File: src/rtl/rrp_pkg.sv
package rrp_pkg;

   typedef enum logic [2:0] {
      SEL_FIRST   = 3'd0,
      SEL_END     = 3'd1,
      SEL_BND     = 3'd2,
      SEL_CUR     = 3'd3,
      SEL_CLR_OVF = 3'd4,
      SEL_REINIT  = 3'd5
   } host_sel_e;

   localparam int unsigned NUM_WRAP = 3;
   localparam int unsigned WRAP_FILL = 0;
   localparam int unsigned WRAP_BND = 1;
   localparam int unsigned WRAP_FIRST = 2;

endpackage

File: src/rtl/rrp_page_wrap.sv
module rrp_page_wrap #(
   parameter int unsigned PAGE_W = 8
) (
   input  logic [PAGE_W-1:0] page_in,
   input  logic [PAGE_W-1:0] first_pg,
   input  logic [PAGE_W-1:0] end_pg,
   output logic [PAGE_W-1:0] page_nxt
);

   logic [PAGE_W-1:0] inc;

   always_comb begin
      inc = page_in + 1'b1;
      page_nxt = (inc == end_pg) ? first_pg : inc;
   end

endmodule

File: src/rtl/rrp_bounds_regs.sv
module rrp_bounds_regs #(
   parameter int unsigned PAGE_W = 8,
   parameter logic [PAGE_W-1:0] RST_FIRST = 8'h4C,
   parameter logic [PAGE_W-1:0] RST_END = 8'h60
) (
   input  logic              clk,
   input  logic              rst_n,
   input  logic              wr_first,
   input  logic              wr_end,
   input  logic [PAGE_W-1:0] wdata,
   output logic [PAGE_W-1:0] first_pg,
   output logic [PAGE_W-1:0] end_pg
);

   always_ff @(posedge clk) begin
      if (!rst_n) begin
         first_pg <= RST_FIRST;
         end_pg <= RST_END;
      end else begin
         if (wr_first) first_pg <= wdata;
         if (wr_end) end_pg <= wdata;
      end
   end

   a_r2_first_load: assert property (@(posedge clk) disable iff (!rst_n)
      wr_first |=> first_pg == $past(wdata));
   a_r2_end_load: assert property (@(posedge clk) disable iff (!rst_n)
      wr_end |=> end_pg == $past(wdata));

endmodule

File: src/rtl/rrp_ring_ptrs.sv
module rrp_ring_ptrs #(
   parameter int unsigned PAGE_W = 8,
   parameter logic [PAGE_W-1:0] RST_BND = 8'h4C,
   parameter logic [PAGE_W-1:0] RST_CUR = 8'h4D
) (
   input  logic              clk,
   input  logic              rst_n,
   input  logic              wr_bnd,
   input  logic              wr_cur,
   input  logic              clr_ovf,
   input  logic              reinit,
   input  logic [PAGE_W-1:0] wdata,
   input  logic [PAGE_W-1:0] first_pg,
   input  logic [PAGE_W-1:0] first_nxt,
   input  logic [PAGE_W-1:0] fill_nxt,
   input  logic              page_adv,
   input  logic              frame_commit,
   output logic [PAGE_W-1:0] bnd_pg,
   output logic [PAGE_W-1:0] cur_pg,
   output logic [PAGE_W-1:0] fill_pg,
   output logic              ovf
);

   logic no_room;
   logic adv_ok;
   logic adv_drop;

   always_comb begin
      no_room = (fill_pg == bnd_pg);
      adv_ok = page_adv && !no_room;
      adv_drop = page_adv && no_room;
   end

   always_ff @(posedge clk) begin
      if (!rst_n) begin
         bnd_pg <= RST_BND;
         cur_pg <= RST_CUR;
         fill_pg <= RST_CUR;
         ovf <= 1'b0;
      end else begin
         // boundary: host only
         if (reinit) bnd_pg <= first_pg;
         else if (wr_bnd) bnd_pg <= wdata;

         // current: host wins over commit
         if (reinit) cur_pg <= first_nxt;
         else if (wr_cur) cur_pg <= wdata;
         else if (frame_commit) cur_pg <= fill_pg;

         // fill: host wins over page strobe
         if (reinit) fill_pg <= first_nxt;
         else if (wr_cur) fill_pg <= wdata;
         else if (adv_ok) fill_pg <= fill_nxt;

         // overflow: host clear wins over a dropped request
         if (clr_ovf) ovf <= 1'b0;
         else if (adv_drop) ovf <= 1'b1;
      end
   end

   a_r3_fill_moves: assert property (@(posedge clk) disable iff (!rst_n)
      (page_adv && !wr_cur && !reinit && fill_pg != bnd_pg && fill_nxt != fill_pg)
      |=> fill_pg != $past(fill_pg));
   a_r8_drop_holds: assert property (@(posedge clk) disable iff (!rst_n)
      (page_adv && !wr_cur && !reinit && fill_pg == bnd_pg) |=> $stable(fill_pg));
   a_r8_ovf_sticky: assert property (@(posedge clk) disable iff (!rst_n)
      (ovf && !clr_ovf) |=> ovf);
   a_r5_commit_copy: assert property (@(posedge clk) disable iff (!rst_n)
      (frame_commit && !wr_cur && !reinit) |=> cur_pg == $past(fill_pg));
   a_r10_host_cur_wins: assert property (@(posedge clk) disable iff (!rst_n)
      (wr_cur && !reinit) |=> (cur_pg == $past(wdata)) && (fill_pg == $past(wdata)));
   a_r10_clear_wins: assert property (@(posedge clk) disable iff (!rst_n)
      clr_ovf |=> !ovf);

endmodule

File: src/rtl/rx_ring_ptr.sv
module rx_ring_ptr #(
   parameter int unsigned PAGE_W = 8,
   parameter logic [PAGE_W-1:0] RST_FIRST = 8'h4C,
   parameter logic [PAGE_W-1:0] RST_END = 8'h60
) (
   input  logic              clk,
   input  logic              rst_n,
   input  logic              host_we,
   input  logic [2:0]        host_sel,
   input  logic [PAGE_W-1:0] host_wdata,
   input  logic              page_adv,
   input  logic              frame_commit,
   output logic [PAGE_W-1:0] start_page,
   output logic [PAGE_W-1:0] stop_page,
   output logic [PAGE_W-1:0] bnd_page,
   output logic [PAGE_W-1:0] cur_page,
   output logic [PAGE_W-1:0] fill_page,
   output logic              ring_empty,
   output logic              ring_full,
   output logic              ring_overflow
);
   import rrp_pkg::*;

   localparam logic [PAGE_W-1:0] RST_CUR = RST_FIRST + 1'b1;

   initial begin
      assert (PAGE_W >= 2)
         else $error("PAGE_W must be at least 2");
      assert (RST_END > RST_CUR)
         else $error("reset ring must hold at least two pages");
   end

   logic wr_first, wr_end, wr_bnd, wr_cur, clr_ovf, reinit;
   logic [PAGE_W-1:0] wrap_in  [NUM_WRAP];
   logic [PAGE_W-1:0] wrap_out [NUM_WRAP];

   always_comb begin
      wr_first = host_we && (host_sel == SEL_FIRST);
      wr_end   = host_we && (host_sel == SEL_END);
      wr_bnd   = host_we && (host_sel == SEL_BND);
      wr_cur   = host_we && (host_sel == SEL_CUR);
      clr_ovf  = host_we && (host_sel == SEL_CLR_OVF);
      reinit   = host_we && (host_sel == SEL_REINIT);
      wrap_in[WRAP_FILL]  = fill_page;
      wrap_in[WRAP_BND]   = bnd_page;
      wrap_in[WRAP_FIRST] = start_page;
   end

   for (genvar g = 0; g < NUM_WRAP; g++) begin : g_wrap
      rrp_page_wrap #(.PAGE_W(PAGE_W)) u_wrap (
         .page_in  (wrap_in[g]),
         .first_pg (start_page),
         .end_pg   (stop_page),
         .page_nxt (wrap_out[g])
      );
   end

   rrp_bounds_regs #(
      .PAGE_W(PAGE_W), .RST_FIRST(RST_FIRST), .RST_END(RST_END)
   ) u_bounds (
      .clk      (clk),
      .rst_n    (rst_n),
      .wr_first (wr_first),
      .wr_end   (wr_end),
      .wdata    (host_wdata),
      .first_pg (start_page),
      .end_pg   (stop_page)
   );

   rrp_ring_ptrs #(
      .PAGE_W(PAGE_W), .RST_BND(RST_FIRST), .RST_CUR(RST_CUR)
   ) u_ptrs (
      .clk          (clk),
      .rst_n        (rst_n),
      .wr_bnd       (wr_bnd),
      .wr_cur       (wr_cur),
      .clr_ovf      (clr_ovf),
      .reinit       (reinit),
      .wdata        (host_wdata),
      .first_pg     (start_page),
      .first_nxt    (wrap_out[WRAP_FIRST]),
      .fill_nxt     (wrap_out[WRAP_FILL]),
      .page_adv     (page_adv),
      .frame_commit (frame_commit),
      .bnd_pg       (bnd_page),
      .cur_pg       (cur_page),
      .fill_pg      (fill_page),
      .ovf          (ring_overflow)
   );

   always_comb begin
      ring_full  = (cur_page == bnd_page);
      ring_empty = (cur_page == wrap_out[WRAP_BND]);
   end

   a_r6_r7_exclusive: assert property (@(posedge clk) disable iff (!rst_n)
      (wrap_out[WRAP_BND] != bnd_page) |-> !(ring_empty && ring_full));
   a_r9_reinit_load: assert property (@(posedge clk) disable iff (!rst_n)
      reinit |=> bnd_page == $past(start_page));

endmodule

File: config.mk
export PLATFORM = sky130hd
export DESIGN_NAME = rx_ring_ptr
export DESIGN_NICKNAME = d
export VERILOG_FILES = /design/src/rtl/rrp_pkg.sv /design/src/rtl/rrp_page_wrap.sv /design/src/rtl/rrp_bounds_regs.sv /design/src/rtl/rrp_ring_ptrs.sv /design/src/rtl/rx_ring_ptr.sv
export SDC_FILE = /design/constraint.sdc
export NUM_CORES = 1
export LEC_CHECK = 0
export BUFFER_PORTS_ARGS = -buffer_cell sky130_fd_sc_hd__clkbuf_2
export CORE_MARGIN = 3
export CORE_UTILIZATION = 31
export CTS_CLUSTER_DIAMETER = 100
export CTS_CLUSTER_SIZE = 28
export DETAILED_ROUTE_END_ITERATION = 7
export HOLD_SLACK_MARGIN = 0.15
export REMOVE_ABC_BUFFERS = 1
export SLEW_MARGIN = 5
export SYNTH_ARGS = -nofsm -noshare
export SYNTH_HDL_FRONTEND = slang
export SYNTH_SLANG_ARGS = --single-unit
File: constraint.sdc
create_clock -name clk -period 3.7 [get_ports clk]
set_input_delay 0.37 -clock clk [delete_from_list [all_inputs] [get_ports clk]]
set_output_delay 0.37 -clock clk [all_outputs]
set_load 0.01 [all_outputs]
# [Word-level counts from Yosys, hierarchy flattened]
# Index checks and enable logic that the tools add are counted.
[totals] input_bits=16 regBits=41 out_inout_bits=43 word_cells=46
[classes] n_mux=11 n_reduce_logical=14 add_sub_neg=3 n_eq_ne=11 bitwise=1
[ops] op="$mux W8" n=11
[ops] op="$eq A8 B8 Y1" n=6
[ops] op="$add A8 B1 Y8 const B" n=3
[ops] op="$logic_and A1 B1 Y1" n=8
[ops] op="$eq A3 B2 Y1 const B" n=2
[ops] op="$eq A3 B3 Y1 const B" n=2
[ops] op="$reduce_bool A3 Y1" n=2
[ops] op="$eq A3 B1 Y1 const B" n=1
[ops] op="$logic_not A3 Y1" n=1
[ops] op="$reduce_bool A2 Y1" n=1
[ops] op="$reduce_or A2 Y1" n=1
[ops] op="$logic_not A1 Y1" n=1
[ops] op="$not A1 Y1" n=1

# [Logic depth before layout (Yosys ltp)]
# Gate-level depths: netlist of run 1.
[logic_depth] word_depth=6 ltp_mapped=10 ltp_nobuf=9

# [Modules after synthesis]
# From an unflattened synthesis of run 1, not the netlist that was laid out.
[unflattened] cells_unflattened=415 hier_area_um2=3594.7
[modules_own_cells] mod="rrp_ring_ptrs" instances=1 seq_area_each_um2=500.5 area_each_um2=1586.5 cells_each=198
[modules_own_cells] mod="rrp_page_wrap" instances=3 seq_area_each_um2=0.0 area_each_um2=392.9 cells_each=45
[modules_own_cells] mod="rrp_bounds_regs" instances=1 seq_area_each_um2=320.3 area_each_um2=598.1 cells_each=51
[modules_own_cells] mod="rx_ring_ptr" instances=1 seq_area_each_um2=0.0 area_each_um2=231.5 cells_each=31

# [Worst setup path before layout of run 1]
# OpenSTA, ideal clock, no wires.
[synth_timing] path_type="register to output" startpoint="register u_ptrs.bnd_pg[1]" endpoint="output ring_empty" setup_slack_ns=0.757 path_stages_with_launch=11 arrival_ns=2.573 required_ns=3.330 cell_sequence="dfxtp_1 -> ha_1 -> inv_1 -> or4b_2 -> o311ai_0 -> nand4b_1 -> clkbuf_1 -> mux2i_1 -> xor2_1 -> nand4_1 -> nor2_1"
[synth_between] elab_chain_len=4
[synth_rtl] element="start, declared" line_no="rrp_ring_ptrs.sv:18" rtl="output logic [PAGE_W-1:0] bnd_pg,"
[synth_rtl] element="start signal, assigned" line_no="rrp_ring_ptrs.sv:42" rtl="if (reinit) bnd_pg <= first_pg;"
[synth_rtl] element="start signal, assigned" line_no="rrp_ring_ptrs.sv:43" rtl="else if (wr_bnd) bnd_pg <= wdata;"
[synth_rtl] element="$add A8 B1 Y8 (*)" line_no="rrp_page_wrap.sv:13" rtl="inc = page_in + 1'b1;"
[synth_rtl] element="$eq A8 B8 Y1" line_no="rrp_page_wrap.sv:14" rtl="page_nxt = (inc == end_pg) ? first_pg : inc;"
[synth_rtl] element="$mux W8 (*)" line_no="rrp_page_wrap.sv:14"
[synth_rtl] element="$eq A8 B8 Y1 (*)" line_no="rx_ring_ptr.sv:93" rtl="ring_empty = (cur_page == wrap_out[WRAP_BND]);"
[synth_rtl] element="end, declared" line_no="rx_ring_ptr.sv:18" rtl="output logic ring_empty,"
# Mark *: on every way between the ends. The rest lies on a longest branch, timed or not.

# [Worst setup path in the final report of run 1]
[layout_timing] startpoint="register u_ptrs.bnd_pg[2]" endpoint="output ring_empty"
# The elaborated chain is that of the path after synthesis.

==> qor.txt, run 1 <==
global-route wire length before repair: 16.2 mm
Slew Limit Headroom: 0.290
DR iter-0 viols: 262
gpl congestion: 0.891
most used flip-flop cell after synthesis: dfxtp_1
CTS Root Cell: clkbuf_8
synthesized instance count: 401
Sink Count: 41
final hold slack: 332 ps
starting density of the core: 0.321
Detail Route Antenna Nets: 0
routed length on met1: 4.77 mm
PnR worst setup slack: 335 ps
Die Width: 107 um
# diodes: 0
Crit Path Class: reg2out
Die Y: 107 um
Commonest cells post-synth: 64 x nand2_1, 41 x dfxtp_1, 33 x xnor2_1, 26 x nor2_1, 26 x xor2_1
synth unique cells: 51
Slowest Stage Delay on Critical Path: 600 ps
Final Hold Viols: 0
synth warn: 0
DR vias: 3092
vias in the first global route: 2969
largest net degree at the start of global routing: 36
routed wire length: 10.4 mm
Congestion Overflow GR: 0
H-tree depth: 2
worst-case clock buffer depth: 2
final-stage net count: 466
RSZ-0062 raised after global routing: false
top sig layer: met4
Hold Crit Class: in2reg
average wire per standard cell: 17.9 um
most used cell, CP: xor2_1
Reg2Reg Launch Point: u_bounds.first_pg[2]$_SDFFE_PN1P_
post_cts resized: 0
crit path cell chain: xor2_1 > or4b_2 > o311ai_0 > nand4b_1 > buf_4 > mux2i_1 > xor2_1 > nand4_1 > nor2_1 > clkbuf_2
# IOs: 59
Final Non-Filler Cells: 581
CP arrival: 2990 ps
FMAX: 297 MHz
Num CTS Buffers: 5
Via density: 5.32
Cells after DPL: 572
Leak: 0.00159 uW
clk_lat worst skew: 300 ps
Syn Area/Cell: 7.89 sq um
pwr/cell area: 335 nW/um^2
die area: 11500 sq um
ranking of synthesized cells by area: dfxtp_1 26%, xnor2_1 9.1%, nand2_1 7.6%, xor2_1 7.2%, mux2i_1 4.4%
cell family with the largest share of critical-path delay: simple AND/OR/NAND/NOR gates
Hold Startpoint: page_adv
dpl ws: 404 ps
Final Slew Violations: 0
CP Data Required Time: 3330 ps
detailed placement HPWL: 7.96 mm
synthesized area: 3160 sq um
Tot GR Track Use: 0.180
Final setup viols: 0
Total Neg Setup Slack: 0 ps
max-cap violation count: 0
status: finished, final reports clean
CP Capture Type: output port
CORE AREA: 9860 sq um
crit start category: flop
most common cell in the netlist: nand2_1
iteration count of the initial detailed-routing pass: 5
async set-reset flop share out of synthesis: 0
Layout area overhead: 16.9%
Site Rows: 36
Final min period: 3360 ps
slowest stage cell, crit path: or4b_2
met3 wire len: 557 um
sequential share of the synthesized area: 0.259
Critical Path Fanout Max: 10
synthesized flop and latch total: 41
Final Skew: 7.60 ps
largest area contributor in the netlist: dfxtp_1
final worst-path cycle share: 0.909
Post-synth EDFFs: 0
top cell type's share of synthesized area: 0.259
Worst Path Buf+Inv: 2
CTS tree: done
IO buf count: 58
Hold Buf Count CTS: 0
DR WL met2: 4.92 mm
measured slew at the worst slew-check pin: 1060 ps
DR DRC count: 0
initial antenna violation count: 0
Worst Setup SP: u_ptrs.bnd_pg[2]$_SDFFE_PN1P_
clock-pin slew on the worst setup and hold paths: 80 ps
worst vdd ir: 0.000131 V
share of cells above drive strength 1: 0.212
-- flip-flops by register name, summed over array words and instances (netlist names) --
| register | cells |
|---|---|
| u_ptrs.ovf | 1 |
| u_ptrs.bnd_pg | 8 |
| u_ptrs.cur_pg | 8 |
| u_ptrs.fill_pg | 8 |
| u_bounds.end_pg | 8 |
| u_bounds.first_pg | 8 |
-- power by group --
part | switching (uW) | internal (uW)
registers | 50.5 | 468
logic | 179 | 150
clock network | 172 | 220
total | 402 | 839
-- path summary, 6_finish.rpt --
kind,endpoint,slack (ps),cells after the start
worst max-delay path,ring_empty,340,10
worst min-delay path,u_ptrs.ovf$_SDFFE_PP0P_,330,3
worst max register to register,u_ptrs.fill_pg[4]$_SDFFE_PN0P_,440,8
worst min register to register,u_ptrs.ovf$_SDFFE_PP0P_,490,2
-- metrics by stage --
stage	util	power, uW	instance area [sq um]
final	0.375	1240	3700
after global routing	0.375	1300	3700
after CTS	0.374	1240	3690
after detailed placement	0.363	857	3580
after global placement	0.363	851	3580
after floorplan	-	730	3040
-- metal layers --
layer,track usage,vias up
met5,0,-
met4,0.0429,0
met3,0.0259,15
met2,0.301,107
met1,0.244,1473
li1,-,1497
-- repair_timing --
item	in CTS	in global routing
hold endpoints to repair	0	0
endpoints found under the setup margin	0	1
setup buffers	0	1
-- layout by cell type (no fill, tap or decap), types with 4 or more instances in the layout --
master,n
a211oi_1,4
a21boi_0,9
a21oi_1,11
a311oi_1,4
and3_1,4
and4_1,4
buf_4,12
clkbuf_2,58
clkbuf_8,6
dfxtp_1,41
inv_1,15
mux2i_1,14
nand2_1,64
nand3_1,13
nand4_1,9
nor2_1,26
nor3_1,6
o211ai_1,4
o21ai_0,16
o21ai_1,5
o221a_2,8
o22ai_1,6
xnor2_1,33
xnor3_1,6
xor2_1,26
-- cell type report --
| class | instances | area, sq um |
|---|---|---|
| clock buffers | 7 | 86.3 |
| clock inverters | 1 | 30.0 |
| fillers | 1035 | 6160 |
| inverters | 15 | 56.3 |
| multi-input cells | 314 | 2160 |
| flip-flops and latches | 41 | 821 |
| well taps | 133 | 166 |
| repair buffers | 70 | 380 |
-- logic make-up (layout without fill, tap and decap cells) --
| family | Yosys count | count (layout) | synth area share |
|---|---|---|---|
| AND/OR/NAND/NOR | 150 | 150 | 0.234 |
| AO/OA/AOI/OAI | 82 | 82 | 0.187 |
| XOR/XNOR | 65 | 65 | 0.206 |
| buffers and inverters | 46 | 93 | 0.0581 |
| flip-flops | 41 | 41 | 0.259 |
| multiplexers | 14 | 14 | 0.0443 |
| adder cells (fa/ha/maj) | 3 | 3 | 0.0119 |
-- tightest hold or removal path, stage by stage --
cell and delay (ps):
clkbuf_2 90, a31oi_1 70, nor2_1 70
Power figures use the tool's default switching activity.
==> run 2: changes to the inputs <==
--- a/config.mk
+++ b/config.mk
@@ -6,6 +6,7 @@
 export NUM_CORES = 1
 export LEC_CHECK = 0
 export BUFFER_PORTS_ARGS = -buffer_cell sky130_fd_sc_hd__clkbuf_2
+export CORE_ASPECT_RATIO = 2
 export CORE_MARGIN = 3
 export CORE_UTILIZATION = 31
 export CTS_CLUSTER_DIAMETER = 100
==> run 2 against run 1 <==
Effect of this change: final cell count is 0.52% lower; final area is 0.34% higher; clock skew hardly changed; clock-buffer cell count is 2 lower; sequential power hardly changed; global-route usage is 2.0 points higher; die area is 0.65% higher; critical path depth stayed put; combinational power is 2% higher; fmax is 0.96% higher; non-clock buffer count stayed put; worst hold slack better by 20 ps; critical endpoint unchanged; largest power group unchanged.
==> qor.txt, run 2 (synthesized netlist as in run 1, its figures left out) <==
worst vdd ir: 0.000206 V (was 0.000131 V)
Via density: 5.45 (was 5.32)
Filler Cells Inserted: 1065 (was 1035)
DR DRC count: 0 (unchanged)
Critical Path Fanout Max: 10 (unchanged)
final-stage net count: 466 (unchanged)
iteration count of the initial detailed-routing pass: 4 (was 5)
crit path cell chain: xor2_1 > or4b_2 > o311ai_0 > nand4b_1 > buf_4 > mux2i_1 > xor2_1 > nand4_1 > nor2_1 > clkbuf_2 (unchanged)
Crit Path Class: reg2out (unchanged)
H-tree depth: 2 (unchanged)
Tot GR Track Use: 0.200 (was 0.180)
Final min period: 3330 ps (was 3360 ps)
Detail Route Antenna Nets: 0 (unchanged)
Cells after DPL: 571 (was 572)
gpl congestion: 0.982 (was 0.891)
Num CTS Buffers: 5 (unchanged)
global-route wire length before repair: 17.6 mm (was 16.2 mm)
Final setup viols: 0 (unchanged)
Hold Buf Count CTS: 0 (unchanged)
Die Width: 77.4 um (was 107 um)
pwr/cell area: 344 nW/um^2 (was 335 nW/um^2)
average wire per standard cell: 19.8 um (was 17.9 um)
Slowest Stage Delay on Critical Path: 600 ps (about the same)
Layout area overhead: 17.3% (was 16.9%)
Sink Count: 41 (unchanged)
RSZ-0062 raised after global routing: false (unchanged)
initial antenna violation count: 0 (unchanged)
Slew Limit Headroom: 0.241 (was 0.290)
Util after Layout: 0.378 (was 0.375)
CORE AREA: 9830 sq um (was 9860 sq um)
starting density of the core: 0.322 (was 0.321)
Post-CTS Setup Bufs: 0 (unchanged)
Final Hold Viols: 0 (unchanged)
DR iter-0 viols: 231 (was 262)
clk_lat worst skew: 290 ps (was 300 ps)
slowest stage cell, crit path: or4b_2 (unchanged)
Leak: 0.00160 uW (was 0.00159 uW)
Die Y: 149 um (was 107 um)
post_cts resized: 0 (unchanged)
# diodes: 0 (unchanged)
most common cell after layout, fill and taps aside: nand2_1 (unchanged)
most frequent cells in the layout: 64 x nand2_1, 58 x clkbuf_2, 41 x dfxtp_1 (unchanged)
cell family with the largest share of critical-path delay: simple AND/OR/NAND/NOR gates (unchanged)
final worst-path cycle share: 0.901 (was 0.909)
CTS tree: done (unchanged)
Final Non-Filler Cells: 578 (was 581)
clock-pin slew on the worst setup and hold paths: 60 ps (was 80 ps)
CP Capture Type: output port (unchanged)
detailed placement HPWL: 9.15 mm (was 7.96 mm)
crit start category: flop (unchanged)
most used cell, CP: xor2_1 (unchanged)
Total Neg Setup Slack: 0 ps (unchanged)
Worst Path Buf+Inv: 2 (unchanged)
max-cap violation count: 0 (unchanged)
measured slew at the worst slew-check pin: 1130 ps (was 1060 ps)
Final Slew Violations: 0 (unchanged)
share of cells above drive strength 1: 0.211 (was 0.212)
FMAX: 300 MHz (was 297 MHz)
die area: 11500 sq um (about the same)
CTS Root Cell: clkbuf_16 (was clkbuf_8)
# IOs: 59 (unchanged)
Hold Crit Class: in2reg (unchanged)
DR vias: 3148 (was 3092)
Site Rows: 51 (was 36)
largest net degree at the start of global routing: 36 (unchanged)
Final Skew: 7.20 ps (was 7.60 ps)
status: finished, final reports clean (unchanged)
routed wire length: 11.4 mm (was 10.4 mm)
CP arrival: 2960 ps (was 2990 ps)
IO buf count: 58 (unchanged)
Congestion Overflow GR: 0 (unchanged)
CP Data Required Time: 3330 ps (about the same)
worst-case clock buffer depth: 2 (unchanged)
vias in the first global route: 3156 (was 2969)
## run 2: worst reg2reg max path, cell delays in order, from the launching register on
cell and delay [ps]:
dfxtp_1 660, nand3_4 190, o21a_1 250, or4b_4 530
a2111oi_4 810, mux2i_1 260, nand2_1 120, nor3b_1 210
o21ai_0 100
## run 2: cell type report
class / instances / area [sq um] / share of cell area
multi-input combinational: 314 / 2160 / 0.582
sequential: 41 / 821 / 0.221
clock inverter: 1 / 5.00 / 0.00135
tap: 132 / 165 / 0.0445
inverter: 15 / 56.3 / 0.0152
timing repair buffer: 70 / 380 / 0.102
clock buffer: 5 / 125 / 0.0337
## run 2: routing by layer
metal  vias up  track usage  part of all wire
met5         -            0                 0
met4         0        0.160             0.083
met3        50       0.0224             0.035
met2       117        0.379              0.55
met1      1485        0.188              0.33
li1       1496            -                 -
## run 2: power breakdown
part	leakage (uW)	switching, uW	internal (uW)
registers	0.000335	53.6	469
clock network	0.0000655	178	241
logic	0.00119	186	151
## run 2: metrics by stage
step | hold WS (ps) | setup slack [ps] | total power (uW) | instance area, sq um
finish | 351 | 367 | 1280 | 3710
global route | 366 | 216 | 1340 | 3710
CTS | 342 | 5.21 | 1290 | 3700
detailed placement | 471 | 347 | 866 | 3570
global placement | 459 | 467 | 861 | 3570
floorplan | 432 | 574 | 730 | 3040
## run 2: final timing paths
| check | cells after the start | from | endpoint | slack, ps |
|---|---|---|---|---|
| worst max-delay path | 10 | u_ptrs.bnd_pg[2]$_SDFFE_PN1P_ | ring_empty | 370 |
| worst min-delay path | 3 | page_adv | u_ptrs.ovf$_SDFFE_PP0P_ | 350 |
| worst max register to register | 8 | u_bounds.first_pg[2]$_SDFFE_PN1P_ | u_ptrs.fill_pg[3]$_SDFFE_PN1P_ | 420 |
| worst min register to register | 2 | u_ptrs.ovf$_SDFFE_PP0P_ | u_ptrs.ovf$_SDFFE_PP0P_ | 480 |
